[config.mk]
export PLATFORM = sky130hd
export DESIGN_NAME = vmm_alu
export DESIGN_NICKNAME = d
export VERILOG_FILES = /design/src/rtl/vmm_pkg.sv /design/src/rtl/vmm_extend.sv /design/src/rtl/vmm_minmax.sv /design/src/rtl/vmm_post.sv /design/src/rtl/vmm_alu.sv
export SDC_FILE = /design/constraint.sdc
export NUM_CORES = 1
export LEC_CHECK = 0
export BUFFER_PORTS_ARGS = -buffer_cell sky130_fd_sc_hd__buf_2
export CAP_MARGIN = 25
export CELL_PAD_IN_SITES_DETAIL_PLACEMENT = 1
export CELL_PAD_IN_SITES_GLOBAL_PLACEMENT = 1
export CORE_MARGIN = 4
export CORE_UTILIZATION = 42
export CTS_BUF_LIST = sky130_fd_sc_hd__clkbuf_2 sky130_fd_sc_hd__clkbuf_4 sky130_fd_sc_hd__clkbuf_8
export CTS_CLUSTER_SIZE = 20
export DETAILED_ROUTE_END_ITERATION = 7
export PLACE_DENSITY = 0.94
export SKIP_LAST_GASP = 1
export SYNTH_ARGS = -nofsm -noshare
export SYNTH_HDL_FRONTEND = slang
export SYNTH_SLANG_ARGS = --single-unit
export TNS_END_PERCENT = 1
[constraint.sdc]
create_clock -name clk_i -period 0.9 [get_ports clk_i]
set_input_delay 0.18 -clock clk_i [delete_from_list [all_inputs] [get_ports clk_i]]
set_output_delay 0.18 -clock clk_i [all_outputs]
set_load 0.01 [all_outputs]
[src/rtl/vmm_pkg.sv]
package vmm_pkg;
  localparam int DW = 32;

  typedef enum logic [2:0] {
    SEC_PASS    = 3'd0,
    SEC_ACC     = 3'd1,
    SEC_MAX     = 3'd2,
    SEC_MIN     = 3'd3,
    SEC_MRG_H16 = 3'd4,
    SEC_MRG_L16 = 3'd5,
    SEC_MRG_B0  = 3'd6,
    SEC_MRG_B2  = 3'd7
  } sec_op_e;
endpackage

[src/rtl/vmm_extend.sv]
module vmm_extend
  import vmm_pkg::*;
(
  input  logic [DW-1:0] raw_i,
  input  logic [3:0]    sel_i,
  output logic [DW-1:0] val_o
);
  logic [7:0]  byte_f;
  logic [15:0] half_f;

  always_comb begin
    byte_f = raw_i[{sel_i[1:0], 3'b000} +: 8];
    half_f = raw_i[{sel_i[0], 4'b0000} +: 16];
    if (!sel_i[2])
      val_o = {{(DW-8){sel_i[3] & byte_f[7]}}, byte_f};
    else if (!sel_i[1])
      val_o = {{(DW-16){sel_i[3] & half_f[15]}}, half_f};
    else
      val_o = raw_i;
  end
endmodule

[src/rtl/vmm_minmax.sv]
module vmm_minmax
  import vmm_pkg::*;
(
  input  logic [DW-1:0] a_i,
  input  logic [DW-1:0] b_i,
  input  logic          a_signed_i,
  input  logic          b_signed_i,
  input  logic          is_max_i,
  input  logic          sat_i,
  input  logic          dst_signed_i,
  output logic [DW-1:0] raw_o,
  output logic          res_signed_o,
  output logic [DW-1:0] sat_o
);
  logic signed [DW:0] a_x, b_x;
  logic               a_lt_b;

  // one extra bit makes mixed-sign compares exact
  assign a_x    = {a_signed_i & a_i[DW-1], a_i};
  assign b_x    = {b_signed_i & b_i[DW-1], b_i};
  assign a_lt_b = a_x < b_x;

  always_comb begin
    if (is_max_i) raw_o = a_lt_b ? b_i : a_i;
    else          raw_o = a_lt_b ? a_i : b_i;
    res_signed_o = (a_signed_i == b_signed_i) ? a_signed_i : ~is_max_i;
    sat_o = raw_o;
    if (sat_i && raw_o[DW-1]) begin
      if (dst_signed_i && !res_signed_o)      sat_o = {1'b0, {(DW-1){1'b1}}};
      else if (!dst_signed_i && res_signed_o) sat_o = '0;
    end
  end
endmodule

[src/rtl/vmm_post.sv]
module vmm_post
  import vmm_pkg::*;
(
  input  logic [DW-1:0] res_i,
  input  logic [DW-1:0] c_i,
  input  logic [2:0]    op_i,
  input  logic          dst_signed_i,
  output logic [DW-1:0] out_o
);
  logic r_lt_c;

  assign r_lt_c = dst_signed_i ? ($signed(res_i) < $signed(c_i)) : (res_i < c_i);

  always_comb begin
    out_o = c_i;
    unique case (sec_op_e'(op_i))
      SEC_PASS:    out_o = res_i;
      SEC_ACC:     out_o = res_i + c_i;
      SEC_MAX:     out_o = r_lt_c ? c_i : res_i;
      SEC_MIN:     out_o = r_lt_c ? res_i : c_i;
      SEC_MRG_H16: out_o[31:16] = res_i[15:0];
      SEC_MRG_L16: out_o[15:0]  = res_i[15:0];
      SEC_MRG_B0:  out_o[7:0]   = res_i[7:0];
      SEC_MRG_B2:  out_o[23:16] = res_i[7:0];
      default:     out_o = res_i;
    endcase
  end
endmodule

[src/rtl/vmm_alu.sv]
module vmm_alu
  import vmm_pkg::*;
#(
  parameter bit PIPE = 1'b1
) (
  input  logic          clk_i,
  input  logic          rst_ni,
  input  logic          valid_i,
  input  logic [DW-1:0] src_a_i,
  input  logic [DW-1:0] src_b_i,
  input  logic [DW-1:0] src_c_i,
  input  logic [3:0]    a_sel_i,
  input  logic [3:0]    b_sel_i,
  input  logic          b_is_reg_i,
  input  logic          is_max_i,
  input  logic          sat_i,
  input  logic          dst_signed_i,
  input  logic [2:0]    sec_op_i,
  output logic          valid_o,
  output logic [DW-1:0] result_o
);
  localparam int IMMW = 16;

  logic [DW-1:0] a_val, b_reg_val, b_imm_val, b_val;
  logic [DW-1:0] mm_raw, mm_sat, post_res;
  logic          mm_signed;

  vmm_extend u_ext_a (.raw_i(src_a_i), .sel_i(a_sel_i), .val_o(a_val));
  vmm_extend u_ext_b (.raw_i(src_b_i), .sel_i(b_sel_i), .val_o(b_reg_val));

  assign b_imm_val = {{(DW-IMMW){b_sel_i[3] & src_b_i[IMMW-1]}}, src_b_i[IMMW-1:0]};
  assign b_val     = b_is_reg_i ? b_reg_val : b_imm_val;

  vmm_minmax u_mm (
    .a_i(a_val), .b_i(b_val), .a_signed_i(a_sel_i[3]), .b_signed_i(b_sel_i[3]),
    .is_max_i(is_max_i), .sat_i(sat_i), .dst_signed_i(dst_signed_i),
    .raw_o(mm_raw), .res_signed_o(mm_signed), .sat_o(mm_sat)
  );

  vmm_post u_post (
    .res_i(mm_sat), .c_i(src_c_i), .op_i(sec_op_i),
    .dst_signed_i(dst_signed_i), .out_o(post_res)
  );

  generate
    if (PIPE) begin : g_pipe
      always_ff @(posedge clk_i or negedge rst_ni) begin
        if (!rst_ni) begin
          valid_o  <= 1'b0;
          result_o <= '0;
        end else begin
          valid_o  <= valid_i;
          if (valid_i) result_o <= post_res;
        end
      end
      p_latency_r10: assert property (@(posedge clk_i) disable iff (!rst_ni)
        valid_o == $past(valid_i));
    end else begin : g_comb
      assign valid_o  = valid_i;
      assign result_o = post_res;
    end
  endgenerate

  // min/max bound checks against both widened operands
  logic signed [DW:0] a_w, b_w, r_w;
  assign a_w = {a_sel_i[3] & a_val[DW-1], a_val};
  assign b_w = {b_sel_i[3] & b_val[DW-1], b_val};
  assign r_w = {mm_signed & mm_raw[DW-1], mm_raw};

  p_max_bound_r4: assert property (@(posedge clk_i) disable iff (!rst_ni)
    valid_i && is_max_i |-> (r_w >= a_w) && (r_w >= b_w));
  p_min_bound_r3: assert property (@(posedge clk_i) disable iff (!rst_ni)
    valid_i && !is_max_i |-> (r_w <= a_w) && (r_w <= b_w));
  p_sat_to_signed_r5: assert property (@(posedge clk_i) disable iff (!rst_ni)
    valid_i && sat_i && dst_signed_i && !mm_signed |-> !mm_sat[DW-1]);
  p_sat_to_unsigned_r6: assert property (@(posedge clk_i) disable iff (!rst_ni)
    valid_i && sat_i && !dst_signed_i && mm_signed |-> !mm_sat[DW-1]);
  p_merge_keep_r9: assert property (@(posedge clk_i) disable iff (!rst_ni)
    valid_i && sec_op_i == SEC_MRG_L16 |-> post_res[31:16] == src_c_i[31:16]);
endmodule

==> results of run 1 <==
==> synth_stat cells (15+ instances only) <==
cell type,count,area [um2]
nor2_1,104,390
ha_1,95,1190
a21oi_1,91,455
nand2_1,81,304
inv_1,75,282
o21ai_0,66,330
clkbuf_1,48,180
nor2b_1,44,275
dfrtp_1,33,826
o22ai_1,33,206
nand3_1,28,140
nor3_1,24,120
a31oi_1,23,144
nand2b_1,23,144
a221oi_1,22,193
mux2i_1,21,210
o21bai_1,19,143
xnor2_1,18,158
a211oi_1,15,113
==> logic make-up after synthesis <==
kind of cell / after synthesis / share of synthesized area (%)
AOI/OAI and AO/OA: 385 / 33.9
and+or+nand+nor: 367 / 23.8
buffers and inverters: 138 / 7.05
adders and majority gates: 96 / 16.0
DFF: 33 / 10.9
muxes: 31 / 5.01
xor gates and xnor gates: 26 / 3.26
==> per-stage QoR <==
step	std cells	utilization [%]	hold WS, ps	worst slack, ps	setup TNS [ps]
after floorplan	1076	-	-116	-5350	-168630
after global placement	1777	65.8	53.7	-5780	-179330
after detailed placement	1777	65.8	54.6	-6880	-211070
==> reports/results.tsv, run 1 <==
stage	metric	value	unit
outcome	status	stopped before the end	
outcome	lastStage	clock tree synthesis (4_1_cts)	
outcome	first-error	[ERROR DPL-0033] detailed placement checks failed during check placement.	
place	port_buffers	146	
logic_synthesis	netlist_instances	1076	
floorplanning	initial_core_util	43.3	%
logic_synthesis	synth_edf_count	0	
floorplanning	die_y	142	um
logic_synthesis	avgSynthCellArea	7.03	um2
logic_synthesis	synth_seq_cells	33	
cts	htree_levels	2	
cts	post_cts_buffers	46	
logic_synthesis	yosys_warnings	0	
cts	cts_buffer_depth	2	
logic_synthesis	synth.cell_area	7560	um2
place	dp_hpwl	44.5	mm
cts	ctsHoldBuffers	1	
place	gp_congestion	1.06	
floorplanning	ios	147	
floorplanning	num_rows	48	
logic_synthesis	synth_cell_type_count	73	
logic_synthesis	synth.yosys.seq_area_share	10.9	%
cts	cts_buffers	5	
floorplanning	fp.dieW	142	um
cts	cts.sinks	33	
logic_synthesis	synth-main-ff-cell	dfrtp_1	
logic_synthesis	syn_nets	1286	
cts	cts_resized	146	
place	place_area	11500	um2
logic_synthesis	ys_async_sr_fraction	100	%
cts	clock-root-buffer	clkbuf_8	
==> run 2, diff against run 1 <==
--- a/config.mk
+++ b/config.mk
@@ -7,14 +7,10 @@
 export LEC_CHECK = 0
 export BUFFER_PORTS_ARGS = -buffer_cell sky130_fd_sc_hd__buf_2
 export CAP_MARGIN = 25
-export CELL_PAD_IN_SITES_DETAIL_PLACEMENT = 1
-export CELL_PAD_IN_SITES_GLOBAL_PLACEMENT = 1
 export CORE_MARGIN = 4
-export CORE_UTILIZATION = 42
-export CTS_BUF_LIST = sky130_fd_sc_hd__clkbuf_2 sky130_fd_sc_hd__clkbuf_4 sky130_fd_sc_hd__clkbuf_8
-export CTS_CLUSTER_SIZE = 20
+export CORE_UTILIZATION = 40
 export DETAILED_ROUTE_END_ITERATION = 7
-export PLACE_DENSITY = 0.94
+export PLACE_DENSITY_LB_ADDON = 0.15
 export SKIP_LAST_GASP = 1
 export SYNTH_ARGS = -nofsm -noshare
 export SYNTH_HDL_FRONTEND = slang
==> reports/results.tsv, run 2 <==
stage	metric	value	unit
logic_synthesis	synthTopCellsByArea	ha_1 16%, dfrtp_1 11%, a21oi_1 6.0%	
logic_synthesis	netlist_instances	1076	
global_route	overflow	0	
run	maxCapViolations	0	
sta	rsz0062_at_grt	true	
route	drtIter0Drc	697	
global_route	grt_pass1_vias	9936	
place	place_area	11700	um2
finish	largest_reg_flops	32	
sta	fin_hold_ws	229	ps
cts	cts_tree	built	
place	port_buffers	146	
global_route	antenna_found_initial	0	
logic_synthesis	synth.cell_area	7560	um2
logic_synthesis	synthTopCellsByCount	104 x nor2_1, 95 x ha_1, 91 x a21oi_1	
logic_synthesis	syn_nets	1286	
critical_path	path_max_fanout	11	
finish	final_cell_area	12200	um2
logic_synthesis	yosysTopAreaCell	ha_1	
power	switching_power	10.2	mW
critical_path	cp_top_family	compound AO/OA/AOI/OAI gates	
floorplanning	num_rows	50	
power	pwr-share-comb	81.4	%
logic_synthesis	synth_cell_type_count	73	
logic_synthesis	synth-main-ff-cell	dfrtp_1	
finish	fin_util	65.6	%
route	wirelength	32.4	mm
cts	cts_buffer_depth	2	
cts	cts.sinks	33	
hold_path	hp-class	in2reg	
sta	fmax	0.158	GHz
cts	cts_buffers	5	
critical_path	crit_top_cell	buf_4	
route	routedWlPerCell	17.8	um
finish	top_register	result_o	
critical_path	worstPathArrival	6480	ps
sta	hold_viol	0	
power	seqPwrFrac	9.1	%
power	pwr-share-clk	9.5	%
floorplanning	ios	147	
global_route	grt_use_total	29.4	%
cts	cts.clk_slew.worst_paths	70	ps
cts	clock-root-buffer	clkbuf_16	
logic_synthesis	ys_async_sr_fraction	100	%
power	ir_drop	1.08	mV
floorplanning	die_y	146	um
route	via_per_inst	5.59	
route	ant_nets	0	
floorplanning	fp.dieW	146	um
power	leakage	6.04	nW
critical_path	max_stage_delay	530	ps
finish	layout.nets	1796	
finish	reg_top3	result_o: 32 flops, valid_o: 1 flops	
finish	drive_gt1_share	41.8	%
floorplanning	initial_core_util	40.6	%
sta	relSlewSlack	54.4	%
sta	post-route-period-util	705	%
critical_path	crit_type	in2reg	
place	dp_hpwl	27.4	mm
logic_synthesis	synth_top_area_share	15.7	%
global_route	grt_max_degree	34	
finish	stdcell_count	1821	
floorplanning	design.die.area	21200	um2
route	drt_first_pass_iters	7	
place	gp_congestion	1.02	
outcome	failed_checks	setup timing	
finish	mostFrequentLayoutCells	407 x buf_4, 145 x buf_2, 100 x nor2_1	
logic_synthesis	avgSynthCellArea	7.03	um2
global_route	grt_pass1_wl	51.2	mm
finish	area_delta_synth_final	61.6	%
floorplanning	core	18600	um2
logic_synthesis	synth.yosys.seq_area_share	10.9	%
finish	antenna_cells	0	
outcome	status	complete, but fails checks	
critical_path	slowest_stage	mux4_2	
critical_path	startpoint_type	input port	
logic_synthesis	synth_seq_cells	33	
place	dp_cells	1802	
sta	slew_viol_final	0	
power	internal-power	12.4	mW
logic_synthesis	synth_edf_count	0	
power	power_density	1850	nW/um2
logic_synthesis	yosys_warnings	0	
sta	final-setup-viol-count	65	
power	finalPower	22.6	mW
sta	tightest_slew	673	ps
critical_path	path_buf_inv	7	
route	vias	10200	
sta	fin_ws	-5440	ps
sta	fin_skew	0	ps
critical_path	worst_setup_path_end_kind	register	
route	drc	0	
cts	htree_levels	2	
critical_path	crit_required	1040	ps
logic_synthesis	synth.most_common_cell	nor2_1	
finish	layout_commonest_cell	buf_4	
sta	period_needed	6340	ps
power	swShare	45.1	%
cts	clock_insertion_delay_worst_skew	290	ps
==> run 2: cell counts after synthesis <==
Identical to the previous run, type by type.
==> run 2: layout make-up <==
cell class                      instances  area, um2
Clock buffer                            7        143
Clock inverter                          1       30.0
Fill cell                            1662       6420
Inverter                               75        282
Multi-Input combinational cell        905       6600
Sequential cell                        33        826
Tap cell                              234        293
Timing Repair Buffer                  566       4060
==> run 2: final timing paths <==
check	slack (ps)	start	cells after the start	end
max in group asynchronous	320	rst_ni	3	result_o[20]$_DFFE_PN0P_
setup reg to reg	110	result_o[1]$_DFFE_PN0P_	2	result_o[1]$_DFFE_PN0P_
min in group asynchronous	370	rst_ni	3	valid_o$_DFF_PN0_
hold / removal	230	src_c_i[4]	3	result_o[4]$_DFFE_PN0P_
setup / recovery	-5440	b_sel_i[0]	30	result_o[29]$_DFFE_PN0P_
hold reg to reg	520	result_o[31]$_DFFE_PN0P_	2	result_o[31]$_DFFE_PN0P_
==> run 2: per-layer routing <==
layer	global-route usage [%]	vias to the layer above	wire, um
li1	-	5020	-
met1	37.8	4713	14000
met2	51.9	387	15500
met3	2.34	65	1780
met4	10.1	0	1110
met5	0	-	0
==> run 2: logic make-up after synthesis <==
family          Yosys count  share of synthesized area [%]
compound gates          385                           33.9
xor+xnor                 26                           3.26
fa+ha+maj                96                           16.0
buf+inv                 138                           7.05
flops                    33                           10.9
mux                      31                           5.01
simple gates            367                           23.8
==> run 2: repair_timing <==
action	CTS	global route
pin swaps	14	1
hold endpoints to repair	33	0
cloned	1	0
setup buffers	9	0
hold buffers	1	0
setup endpoints to repair	65	65
gates resized for setup	43	6
==> run 2: power by group through the flow <==
| stage | clock network, mW | registers, mW | logic, mW |
|---|---|---|---|
| after floorplan | 0 | 2.26 | 9.13 |
| after detailed placement | 0 | 2.08 | 17.3 |
| final | 2.16 | 2.05 | 18.4 |
| after CTS | 2.18 | 2.06 | 18.1 |
| after global routing | 2.24 | 2.10 | 19.9 |
| after global placement | 0 | 2.07 | 17.1 |
==> run 2: tightest hold or removal path, stage by stage <==
cell      delay, ps
buf_2           130
nor2_1          100
a221oi_1         80
==> run 2: metrics by stage <==
step                      worst slack [ps]  TNS, ps
final                                -5440  -174370
after global routing                 -5810  -185820
after CTS                            -5390  -172900
after detailed placement             -6190  -194430
after global placement               -5990  -188240
after floorplan                      -5350  -168630
No activity file was read; power rests on OpenSTA's default activity.
==> run 3, diff against run 2 <==
--- a/config.mk
+++ b/config.mk
@@ -5,6 +5,8 @@
 export SDC_FILE = /design/constraint.sdc
 export NUM_CORES = 1
 export LEC_CHECK = 0
+export ABC_AREA = 1
+export ABC_CLOCK_PERIOD_IN_PS = 900
 export BUFFER_PORTS_ARGS = -buffer_cell sky130_fd_sc_hd__buf_2
 export CAP_MARGIN = 25
 export CORE_MARGIN = 4
==> constraint.sdc (replaced) <==
create_clock -name clk_i -period 0.9 [get_ports clk_i]
set_input_delay 0.045 -clock clk_i [delete_from_list [all_inputs] [get_ports clk_i]]
set_output_delay 0.045 -clock clk_i [all_outputs]
set_load 0.01 [all_outputs]
==> reports/results.tsv, run 3 <==
stage	metric	value	unit
outcome	status	complete, but fails checks	
outcome	failed_checks	setup timing	
global_route	grt_use_total	30.5	%
cts	cts.sinks	33	
power	swShare	49.4	%
floorplanning	initial_core_util	41.2	%
cts	cts_buffers	5	
critical_path	worstPathArrival	5370	ps
logic_synthesis	syn_nets	1725	
place	place_area	12800	um2
finish	antenna_cells	0	
route	drt_first_pass_iters	6	
critical_path	slowest_stage	ha_4	
sta	fin_tns_setup	-132720	ps
place	dp_cells	2280	
power	pwr-share-comb	86.9	%
sta	hold_viol	0	
global_route	grt_pass1_vias	11300	
logic_synthesis	synth.most_common_cell	nand2_1	
critical_path	max_stage_delay	270	ps
finish	fillers	1590	
route	drtIter0Drc	1181	
finish	final_cell_area	15200	um2
sta	relSlewSlack	60.2	%
route	drc	0	
logic_synthesis	synth_edf_count	0	
sta	tightest_slew	590	ps
cts	cts.clk_slew.worst_paths	60	ps
floorplanning	design.die.area	23400	um2
critical_path	crit_top_cell	nand2_2	
logic_synthesis	synth_top_family_by_area	simple AND/OR/NAND/NOR gates	
power	power_density	1960	nW/um2
logic_synthesis	synth_cell_type_count	48	
sta	period_needed	5150	ps
critical_path	cp_top_family	simple AND/OR/NAND/NOR gates	
sta	fmax	0.194	GHz
critical_path	cp_num_cells	45	
finish	mostFrequentLayoutCells	439 x buf_4, 265 x nand2_1, 158 x nor2_1	
critical_path	path_buf_inv	10	
logic_synthesis	yosys_warnings	0	
sta	rsz0062_at_grt	true	
route	routedWlPerCell	17.3	um
critical_path	r2r_cells	2	
cts	clock-root-buffer	clkbuf_16	
logic_synthesis	synthTopCellsByArea	nand2_1 14%, ha_1 14%, a21oi_1 12%	
logic_synthesis	synth_xor_xnor_area_share	0.312	%
floorplanning	ios	147	
sta	slew_viol_final	0	
cts	cts_buffer_depth	2	
power	leakage	7.65	nW
finish	reg_top3	result_o: 32 flops, valid_o: 1 flops	
cts	htree_levels	2	
logic_synthesis	synth.yosys.seq_area_share	9.82	%
finish	largest_reg_flops	32	
logic_synthesis	synthTopCellsByCount	320 x nand2_1, 206 x inv_1, 196 x a21oi_1	
route	ant_nets	0	
place	dp_hpwl	30.9	mm
place	gp_congestion	1.02	
sta	fin_ws	-4250	ps
critical_path	timing.rr.start	result_o[17]$_DFFE_PN0P_	
hold_path	hold_depth	4	
critical_path	startpoint_type	input port	
finish	area_delta_synth_final	81.3	%
logic_synthesis	avgSynthCellArea	5.55	um2
logic_synthesis	synth_compound_area_share	29.1	%
hold_path	min_from	src_c_i[8]	
critical_path	worst_setup_path_end_kind	register	
finish	layout.nets	2301	
logic_synthesis	synth-simple-area-share	33.5	%
global_route	antenna_found_initial	1	
critical_path	crit_start	b_sel_i[0]	
power	switching_power	14.7	mW
critical_path	crit_required	1120	ps
power	finalPower	29.9	mW
run	maxCapViolations	0	
power	pwr-share-clk	6.2	%
logic_synthesis	yosysTopAreaCell	nand2_1	
floorplanning	num_rows	52	
logic_synthesis	muxShareOfSynthArea	0	%
logic_synthesis	synth_seq_cells	33	
power	seqPwrFrac	7.0	%
route	vias	12900	
sta	fin_skew	0	ps
critical_path	crit_type	in2reg	
cts	cts_tree	built	
global_route	overflow	0	
finish	stdcell_count	2361	
sta	post-route-period-util	572	%
logic_synthesis	synth-main-ff-cell	dfrtp_1	
finish	fin_util	74.6	%
place	port_buffers	146	
hold_path	hp-class	in2reg	
global_route	grt_pass1_wl	58.7	mm
logic_synthesis	synth.cell_area	8410	um2
floorplanning	fp.dieW	153	um
finish	layout_commonest_cell	buf_4	
power	ir_drop	1.14	mV
floorplanning	die_y	153	um
finish	top_register	result_o	
route	via_per_inst	5.45	
logic_synthesis	ys_async_sr_fraction	100	%
logic_synthesis	netlist_instances	1515	
sta	final-setup-viol-count	36	
critical_path	path_max_fanout	8	
power	internal-power	15.1	mW
logic_synthesis	synth_fa_ha_area_share	14.4	%
global_route	grt_max_degree	34	
logic_synthesis	synth_top_area_share	14.3	%
cts	clock_insertion_delay_worst_skew	290	ps
floorplanning	core	20400	um2
finish	drive_gt1_share	46.5	%
route	wirelength	41.0	mm
## run 3: cell types whose count changed in the layout (fill, tap and decap cells not counted), sizes merged, moves of 85 or more
| cell | delta |
|---|---|
| o21ai | +94 |
| nand2 | +246 |
| inv | +133 |
| nor2 | +85 |
| a21oi | +107 |
| nand3 | +86 |
## run 3: logic make-up after synthesis
logic type,Yosys count
DFF,33
buffers and inverters,273
adders and majority gates,96
AOI/OAI and AO/OA,445
xor gates and xnor gates,3
and+or+nand+nor,665
## run 3: worst paths after layout
kind,to,slack (ps)
max reg2reg,result_o[17]$_DFFE_PN0P_,210
max in group asynchronous,result_o[3]$_DFFE_PN0P_,450
max,result_o[18]$_DFFE_PN0P_,-4250
min reg2reg,result_o[5]$_DFFE_PN0P_,460
min in group asynchronous,result_o[27]$_DFFE_PN0P_,250
min,result_o[8]$_DFFE_PN0P_,120
## run 3: worst reg2reg max path: stages, from the launching register on
cell     delay [ps]
dfrtp_1         410
nor2_1          110
a21oi_1          50
## run 3: routing by layer
layer	up-vias	wire (um)	global-route usage, %
met3	88	3800	4.64
li1	6199	-	-
met1	5951	17700	44.3
met5	-	13	0
met2	628	18500	48.9
met4	2	975	4.54
## run 3: timing repair
| item | in CTS | in global routing |
|---|---|---|
| setup endpoints to repair | 36 | 37 |
| endpoints found under the hold margin | 33 | 0 |
| setup buffers | 29 | 44 |
| gates cloned | 2 | 2 |
| pin swaps | 34 | 147 |
| resized for setup | 69 | 353 |
| hold buffers | 1 | 0 |
## run 3: layout make-up
type / count / area (um2) / share of cell area, %
Multi-Input combinational cell: 1209 / 8310 / 54.5
Timing Repair Buffer: 629 / 4790 / 31.4
Timing Repair inverter: 1 / 5.00 / 0.0328
Clock inverter: 1 / 7.51 / 0.0492
Sequential cell: 33 / 826 / 5.42
Inverter: 212 / 830 / 5.44
Tap cell: 270 / 338 / 2.22
Clock buffer: 6 / 139 / 0.911
## run 3: power by group through the flow
stage	registers [mW]	clock network (mW)	logic, mW
final	2.08	1.84	25.9
after global routing	2.12	1.91	27.8
after CTS	2.07	1.85	20.8
after detailed placement	2.10	0	19.6
after global placement	2.09	0	19.4
after floorplan	2.24	0	9.93
## run 3: metrics by stage
step	worst slack, ps	hold WS [ps]
after floorplan	-3800	-251
after global placement	-4630	23.8
after detailed placement	-4730	27.1
after CTS	-4120	122
after global routing	-4490	144
final	-4250	124
